**config.mk**
```make
export PLATFORM = sky130hd
export DESIGN_NAME = spi_shift_engine
export DESIGN_NICKNAME = d
export VERILOG_FILES = /design/src/rtl/spi_eng_pkg.sv /design/src/rtl/spi_half_timer.sv /design/src/rtl/spi_shift_core.sv /design/src/rtl/spi_shift_engine.sv
export SDC_FILE = /design/constraint.sdc
export NUM_CORES = 1
export LEC_CHECK = 0
export BUFFER_PORTS_ARGS = -buffer_cell sky130_fd_sc_hd__buf_4
export CAP_MARGIN = 20
export CORE_ASPECT_RATIO = 1.4
export CORE_MARGIN = 2
export CORE_UTILIZATION = 55
export CTS_BUF_LIST = sky130_fd_sc_hd__clkbuf_4
export DETAILED_ROUTE_END_ITERATION = 8
export GPL_TIMING_DRIVEN = 0
export MAX_ROUTING_LAYER = met4
export PLACE_DENSITY = 0.74
export SYNTH_ARGS = -nofsm -noshare
export SYNTH_HDL_FRONTEND = slang
export SYNTH_HIERARCHICAL = 1
export SYNTH_SLANG_ARGS = --single-unit
```
**constraint.sdc**
```tcl
create_clock -name clk -period 3.3 [get_ports clk]
set_input_delay 0.33 -clock clk [delete_from_list [all_inputs] [get_ports clk]]
set_output_delay 0.33 -clock clk [all_outputs]
set_load 0.05 [all_outputs]
```
**src/rtl/spi_eng_pkg.sv**
```systemverilog
package spi_eng_pkg;
    localparam int DW     = 32;
    localparam int AW     = 5;
    localparam int DIV_W  = 6;
    localparam int NCS    = 3;
    localparam int CNT_W  = $clog2(DW) + 1;

    localparam logic [AW-1:0] A_ENABLE = 5'h00;
    localparam logic [AW-1:0] A_DIV    = 5'h04;
    localparam logic [AW-1:0] A_IOCTL  = 5'h08;
    localparam logic [AW-1:0] A_TXD    = 5'h10;
    localparam logic [AW-1:0] A_CMD    = 5'h14;
    localparam logic [AW-1:0] A_RXD    = 5'h18;

    localparam int START_BIT = 31;
    localparam int SEL_LSB   = 28;
    localparam int TERM_BIT  = 26;

    localparam int IO_MOSI   = 0;
    localparam int IO_SCK    = 8;
    localparam int IO_CS_LSB = 16;
    localparam logic [DW-1:0] IOCTL_RST = 32'h0007_0000;

    typedef struct packed {
        logic             busy;
        logic             sck;
        logic             term;
        logic [CNT_W-1:0] left;
        logic [DW-1:0]    tx;
        logic [DW-1:0]    rx;
        logic [NCS-1:0]   hold;
    } core_st_t;

    typedef struct packed {
        logic             en;
        logic [DIV_W-1:0] div;
        logic [DW-1:0]    ioctl;
        logic [DW-1:0]    txd;
        logic [DW-1:0]    cmd;
    } regs_t;
endpackage

```
**src/rtl/spi_half_timer.sv**
```systemverilog
module spi_half_timer
    import spi_eng_pkg::*;
(
    input  logic             clk,
    input  logic             rst_n,
    input  logic             run,
    input  logic [DIV_W-1:0] div,
    output logic             tick
);
    logic [DIV_W-1:0] cnt_d, cnt_q;

    always_comb begin
        tick  = run && (cnt_q == div);
        cnt_d = cnt_q;
        if (!run || tick) cnt_d = '0;
        else              cnt_d = cnt_q + 1'b1;
    end

    always_ff @(posedge clk or negedge rst_n) begin
        if (!rst_n) cnt_q <= '0;
        else        cnt_q <= cnt_d;
    end
endmodule

```
**src/rtl/spi_shift_core.sv**
```systemverilog
module spi_shift_core
    import spi_eng_pkg::*;
(
    input  logic             clk,
    input  logic             rst_n,
    input  logic             start,
    input  logic             abort,
    input  logic [CNT_W-1:0] nbits,
    input  logic [DW-1:0]    txword,
    input  logic [NCS-1:0]   sel,
    input  logic             term,
    input  logic             tick,
    input  logic             miso,
    output logic             busy,
    output logic             sck,
    output logic             txbit,
    output logic [DW-1:0]    rxword,
    output logic [NCS-1:0]   hold
);
    core_st_t st_d, st_q;
    logic [CNT_W-1:0] align;

    always_comb begin
        st_d  = st_q;
        align = CNT_W'(DW) - nbits;
        if (abort) begin
            st_d.busy = 1'b0;
            st_d.sck  = 1'b0;
            st_d.hold = '0;
        end else if (start && !st_q.busy) begin
            st_d.busy = 1'b1;
            st_d.sck  = 1'b0;
            st_d.term = term;
            st_d.left = nbits;
            st_d.tx   = txword << align;
            st_d.rx   = '0;
            st_d.hold = sel;
        end else if (st_q.busy && tick) begin
            if (!st_q.sck) begin
                st_d.sck = 1'b1;
                st_d.rx  = {st_q.rx[DW-2:0], miso};
            end else begin
                st_d.sck = 1'b0;
                if (st_q.left == CNT_W'(1)) begin
                    st_d.busy = 1'b0;
                    if (st_q.term) st_d.hold = '0;
                end else begin
                    st_d.left = st_q.left - 1'b1;
                    st_d.tx   = {st_q.tx[DW-2:0], 1'b0};
                end
            end
        end
    end

    always_ff @(posedge clk or negedge rst_n) begin
        if (!rst_n) st_q <= '0;
        else        st_q <= st_d;
    end

    assign busy   = st_q.busy;
    assign sck    = st_q.sck;
    assign txbit  = st_q.tx[DW-1];
    assign rxword = st_q.rx;
    assign hold   = st_q.hold;
endmodule

```
**src/rtl/spi_shift_engine.sv**
```systemverilog
module spi_shift_engine
    import spi_eng_pkg::*;
(
    input  logic          clk,
    input  logic          rst_n,
    input  logic          reg_we,
    input  logic [AW-1:0] reg_addr,
    input  logic [DW-1:0] reg_wdata,
    output logic [DW-1:0] reg_rdata,
    output logic          spi_sck,
    output logic          spi_mosi,
    input  logic          spi_miso,
    output logic [NCS-1:0] spi_cs_n
);
    regs_t r_d, r_q;
    logic             core_busy, core_sck, core_txbit, tick;
    logic [DW-1:0]    core_rx;
    logic [NCS-1:0]   core_hold;
    logic             start, abort;
    logic [CNT_W-1:0] nbits;
    logic [DW-1:0]    ioctl_w;
    logic [DIV_W-1:0] div_w;
    logic             en_w, term_w;

    always_comb begin
        r_d   = r_q;
        start = 1'b0;
        abort = !r_q.en;
        if (reg_we) begin
            unique case (reg_addr)
                A_ENABLE: begin
                    r_d.en = reg_wdata[0];
                    if (!reg_wdata[0]) abort = 1'b1;
                end
                A_IOCTL: r_d.ioctl = reg_wdata;
                A_DIV:   if (!core_busy) r_d.div = reg_wdata[DIV_W-1:0];
                A_TXD:   if (!core_busy) r_d.txd = reg_wdata;
                A_CMD: if (!core_busy) begin
                    r_d.cmd = reg_wdata;
                    start   = reg_wdata[START_BIT] && r_q.en;
                end
                default: ;
            endcase
        end
        if (reg_wdata[CNT_W-2:0] == '0 || reg_wdata[CNT_W-1:0] > CNT_W'(DW))
            nbits = CNT_W'(DW);
        else
            nbits = reg_wdata[CNT_W-1:0];
    end

    always_ff @(posedge clk or negedge rst_n) begin
        if (!rst_n) begin
            r_q       <= '0;
            r_q.ioctl <= IOCTL_RST;
        end else begin
            r_q <= r_d;
        end
    end

    spi_half_timer u_timer (
        .clk(clk), .rst_n(rst_n), .run(core_busy), .div(r_q.div), .tick(tick)
    );

    spi_shift_core u_core (
        .clk(clk), .rst_n(rst_n), .start(start), .abort(abort),
        .nbits(nbits), .txword(r_q.txd),
        .sel(reg_wdata[SEL_LSB +: NCS]), .term(reg_wdata[TERM_BIT]),
        .tick(tick), .miso(spi_miso), .busy(core_busy), .sck(core_sck),
        .txbit(core_txbit), .rxword(core_rx), .hold(core_hold)
    );

    always_comb begin
        unique case (reg_addr)
            A_ENABLE: reg_rdata = {{(DW-1){1'b0}}, r_q.en};
            A_DIV:    reg_rdata = {{(DW-DIV_W){1'b0}}, r_q.div};
            A_IOCTL:  reg_rdata = r_q.ioctl;
            A_TXD:    reg_rdata = r_q.txd;
            A_CMD:    reg_rdata = {core_busy, r_q.cmd[DW-2:0]};
            A_RXD:    reg_rdata = core_rx;
            default:  reg_rdata = '0;
        endcase
    end

    assign spi_sck  = core_busy ? core_sck   : r_q.ioctl[IO_SCK];
    assign spi_mosi = core_busy ? core_txbit : r_q.ioctl[IO_MOSI];

    for (genvar i = 0; i < NCS; i++) begin : g_cs
        assign spi_cs_n[i] = core_hold[i] ? 1'b0 : r_q.ioctl[IO_CS_LSB + i];
    end

    assign ioctl_w = r_q.ioctl;
    assign div_w   = r_q.div;
    assign en_w    = r_q.en;
    assign term_w  = r_q.cmd[TERM_BIT];
endmodule

```
==> insert_results.sql <==
INSERT INTO impl_metrics (metric_group, metric, value, unit) VALUES
('status', 'run_status', 'completed', ''),
('synthesis', 'synth.cell_area', '10750', 'um^2'),
('die', 'starting_density_of_the_core', '55.94', '%'),
('die', 'row_count', '60', ''),
('die', 'floorplan.die_area', '20700', 'um^2'),
('global_routing', 'grt_first_pass_wirelength', '48180', 'um'),
('clocking', 'tritoncts_clock_tree', 'yes', ''),
('flow_run', 'maxCapViolations', '0', ''),
('sta', 'worst_clock_skew', '0.01799', 'ns'),
('global_routing', 'global_route.usage.total', '31.82', '%'),
('clocking', 'num_cts_buffers', '17', ''),
('sta', 'postLayoutSetupSlackWorst', '0.1602', 'ns'),
('cells_and_area', 'mostFrequentLayoutCell', 'dfrtp_1', ''),
('power_and_ir_drop', 'p_leak', '5.524', 'nW'),
('placement', 'hpwlAfterDp', '22100', 'um'),
('sta', 'rsz0062_at_grt', 'no', ''),
('synthesis', 'syn-instance-count', '936', ''),
('power_and_ir_drop', 'p_int', '3.563', 'mW'),
('cells_and_area', 'drive_gt1_share', '32.50', '%'),
('detailed_routing', 'post_drt_wl_per_cell', '22.99', 'um'),
('global_routing', 'use_met2', '52.34', '%'),
('clocking', 'cts.sinks', '184', ''),
('sta', 'final.setup.tns', '0', 'ns'),
('synthesis', 'synth_top_cell_area_share', '42.13', '%'),
('setup_path', 'worst-endpoint-required', '3.83', 'ns'),
('detailed_routing', 'vias_per_cell', '6.394', ''),
('setup_path', 'cp-start-kind', 'primary input', ''),
('detailed_routing', 'vias_after_detailed_routing', '8529', ''),
('sta', 'fmax', '0.3185', 'GHz'),
('clocking', 'cts-root-buf', 'clkbuf_4', ''),
('detailed_routing', 'detailedRoute.firstPassIterationCount', '5', ''),
('power_and_ir_drop', 'switchingPower', '1.937', 'mW'),
('synthesis', 'syn-num-nets', '981', ''),
('detailed_routing', 'drt_iter0_drc', '794', ''),
('power_and_ir_drop', 'cellPowerDensity', '443.0', 'nW/um^2'),
('synthesis', 'synth_top_flop_cell', 'dfrtp_1', ''),
('global_routing', 'pin_count_of_the_biggest_net_entering_global_routing', '102', ''),
('global_routing', 'grt.overflow.total', '0', ''),
('cells_and_area', 'mostFrequentLayoutCells', 'dfrtp_1, buf_4, mux2_2, nand3_1, nand2_1', ''),
('sta', 'setup_violations', '0', ''),
('synthesis', 'yosys.area.top_type', 'dfrtp_1', ''),
('sta', 'max_slew_margin', '43.78', '%'),
('detailed_routing', 'totalWireLength', '30670', 'um'),
('synthesis', 'synth_cell_types', '66', ''),
('clocking', 'clock_tree.htree_level_count', '4', ''),
('global_routing', 'routing_usage_on_met3', '5.208', '%'),
('cells_and_area', 'layout.cells.non_filler', '1334', ''),
('sta', 'post-route-min-period', '3.140', 'ns'),
('power_and_ir_drop', 'clockPowerShare', '24.0', '%'),
('sta', 'worst_pin_slew', '0.8382', 'ns'),
('synthesis', 'synth-seq-cells', '184', ''),
('global_routing', 'antenna_violations_before_repair', '1', ''),
('die', 'die_x', '122.2', 'um'),
('placement', 'placedInstanceArea', '11670', 'um^2'),
('setup_path', 'worst_ep_arrival_time', '3.67', 'ns'),
('synthesis', 'synth.yosys.seq_area_share', '42.87', '%'),
('die', 'die-height', '169.4', 'um'),
('die', 'core_region_area', '19220', 'um^2'),
('placement', 'numPlacedInstances', '1261', ''),
('setup_path', 'worst-setup-path-type', 'primary input to flip-flop', ''),
('detailed_routing', 'antenna_violating_nets_post_route', '0', ''),
('global_routing', 'grt_most_used_layer', 'met2', ''),
('clocking', 'clkTransAtPathRegs', '0.18', 'ns'),
('die', 'pin_count', '78', ''),
('placement', 'gp_routability_congestion', '0.9247', ''),
('detailed_routing', 'remaining_drc_errors', '0', ''),
('synthesis', 'synth.top_cells.by_area', 'dfrtp_1, mux2_2, mux4_2, mux2_4, a221o_1', ''),
('worst_hold_path', 'worst_hold_path_type', 'primary input to flip-flop', ''),
('cells_and_area', 'final_area', '12410', 'um^2'),
('global_routing', 'grtUsageMet1', '37.63', '%'),
('sta', 'final.period_utilization', '95.15', '%');
[path summary, 6_finish.rpt]
path	cells after the start	endpoint	start
min reg2reg	2	u_core/st_q[38]	u_core/st_q[38]
min	2	r_q[37]	reg_wdata[5]
max reg2reg	9	u_core/st_q[58]	u_core/busy
max in group asynchronous	3	ioctl_w[16]	rst_n
max	13	u_core/st_q[63]	reg_wdata[5]
min in group asynchronous	2	u_timer/cnt_q[5]	rst_n
[per-layer routing]
metal  part of all wire [%]  vias to the layer above
li1                       -                     3794
met2                     51                      359
met1                     40                     4276
met4                    4.8                        0
met3                    5.1                      100
met5                      0                        -
[final cells by class]
type	count	area (um^2)
Tap cell	248	310.3
Inverter	13	48.80
Multi-Input combinational cell	629	5498
Clock inverter	15	176.4
Antenna cell	3	7.507
Timing Repair Buffer	115	975.9
Fill cell	1567	6804
Sequential cell	184	4609
Clock buffer	17	127.6
Buffer	110	660.6
[sequential cells by signal, indices dropped and copies added, names as in the netlist]
signal and flops:
u_core/txbit 1, div_w 6, u_core/st_q 38, en_w 1, u_core/sck 1, r_q 63
u_core/rxword 32, u_core/hold 3, u_timer/cnt_q 6, ioctl_w 32, u_core/busy 1
[worst max-delay path, cell delays in order]
cell and delay, ns:
buf_4 0.15, nor2b_1 0.21, buf_6 0.20, buf_4 0.25, buf_6 0.20, inv_1 0.08, ha_1 0.27, buf_2 0.25
clkbuf_1 0.49, mux2i_1 0.27, mux4_2 0.52, a221oi_1 0.31, a21oi_1 0.10
[metrics by stage]
stage	total power, mW	hold slack, ns	util, %
CTS	5.483	0.02897	64.26
global route	5.738	0.008226	64.57
detailed placement	4.154	0.4377	60.70
finish	5.500	0.03455	64.60
global placement	4.111	0.4678	60.52
floorplan	3.687	0.03441	-
[power by group through the flow]
stage	Sequential [mW]	Clock [mW]	Combinational (mW)
after detailed placement	2.80	0	1.35
after global routing	2.80	1.44	1.50
after CTS	2.75	1.33	1.39
after global placement	2.78	0	1.33
final	2.77	1.32	1.41
after floorplan	2.70	0	0.991
[repair_timing]
| action | CTS | global route |
|---|---|---|
| pin swaps | 0 | 1 |
| setup endpoints to repair | 65 | 55 |
| gates cloned | 0 | 0 |
| buffers inserted | 0 | 4 |
| hold buffers | 34 | 0 |
| endpoints found under the hold margin | 198 | 0 |
| gates resized for setup | 11 | 13 |
[cell families after synthesis]
kind of cell / after synthesis / share of synthesized area, %
DFF: 184 / 42.87
buffers and inverters: 123 / 6.460
adders and majority gates: 4 / 0.4656
xor gates and xnor gates: 15 / 1.501
AOI/OAI and AO/OA: 200 / 14.21
muxes: 183 / 23.60
and+or+nand+nor: 227 / 10.89
[cell usage after synthesis, types with 7 or more instances]
| library cell | n |
|---|---|
| a21oi_1 | 38 |
| a221o_1 | 30 |
| a22o_1 | 34 |
| a32oi_1 | 7 |
| a41oi_1 | 11 |
| buf_1 | 10 |
| buf_2 | 13 |
| buf_4 | 36 |
| buf_6 | 7 |
| clkbuf_1 | 41 |
| dfrtp_1 | 181 |
| inv_1 | 13 |
| mux2_2 | 81 |
| mux2_4 | 32 |
| mux2i_1 | 30 |
| mux4_2 | 35 |
| nand2_1 | 51 |
| nand3_1 | 59 |
| nand3b_1 | 27 |
| nor2_1 | 46 |
| nor2b_1 | 10 |
| nor3_1 | 8 |
| o211ai_1 | 11 |
| o21ai_0 | 26 |
| xor2_1 | 10 |
Note: power is estimated with default switching activity, not from simulation.
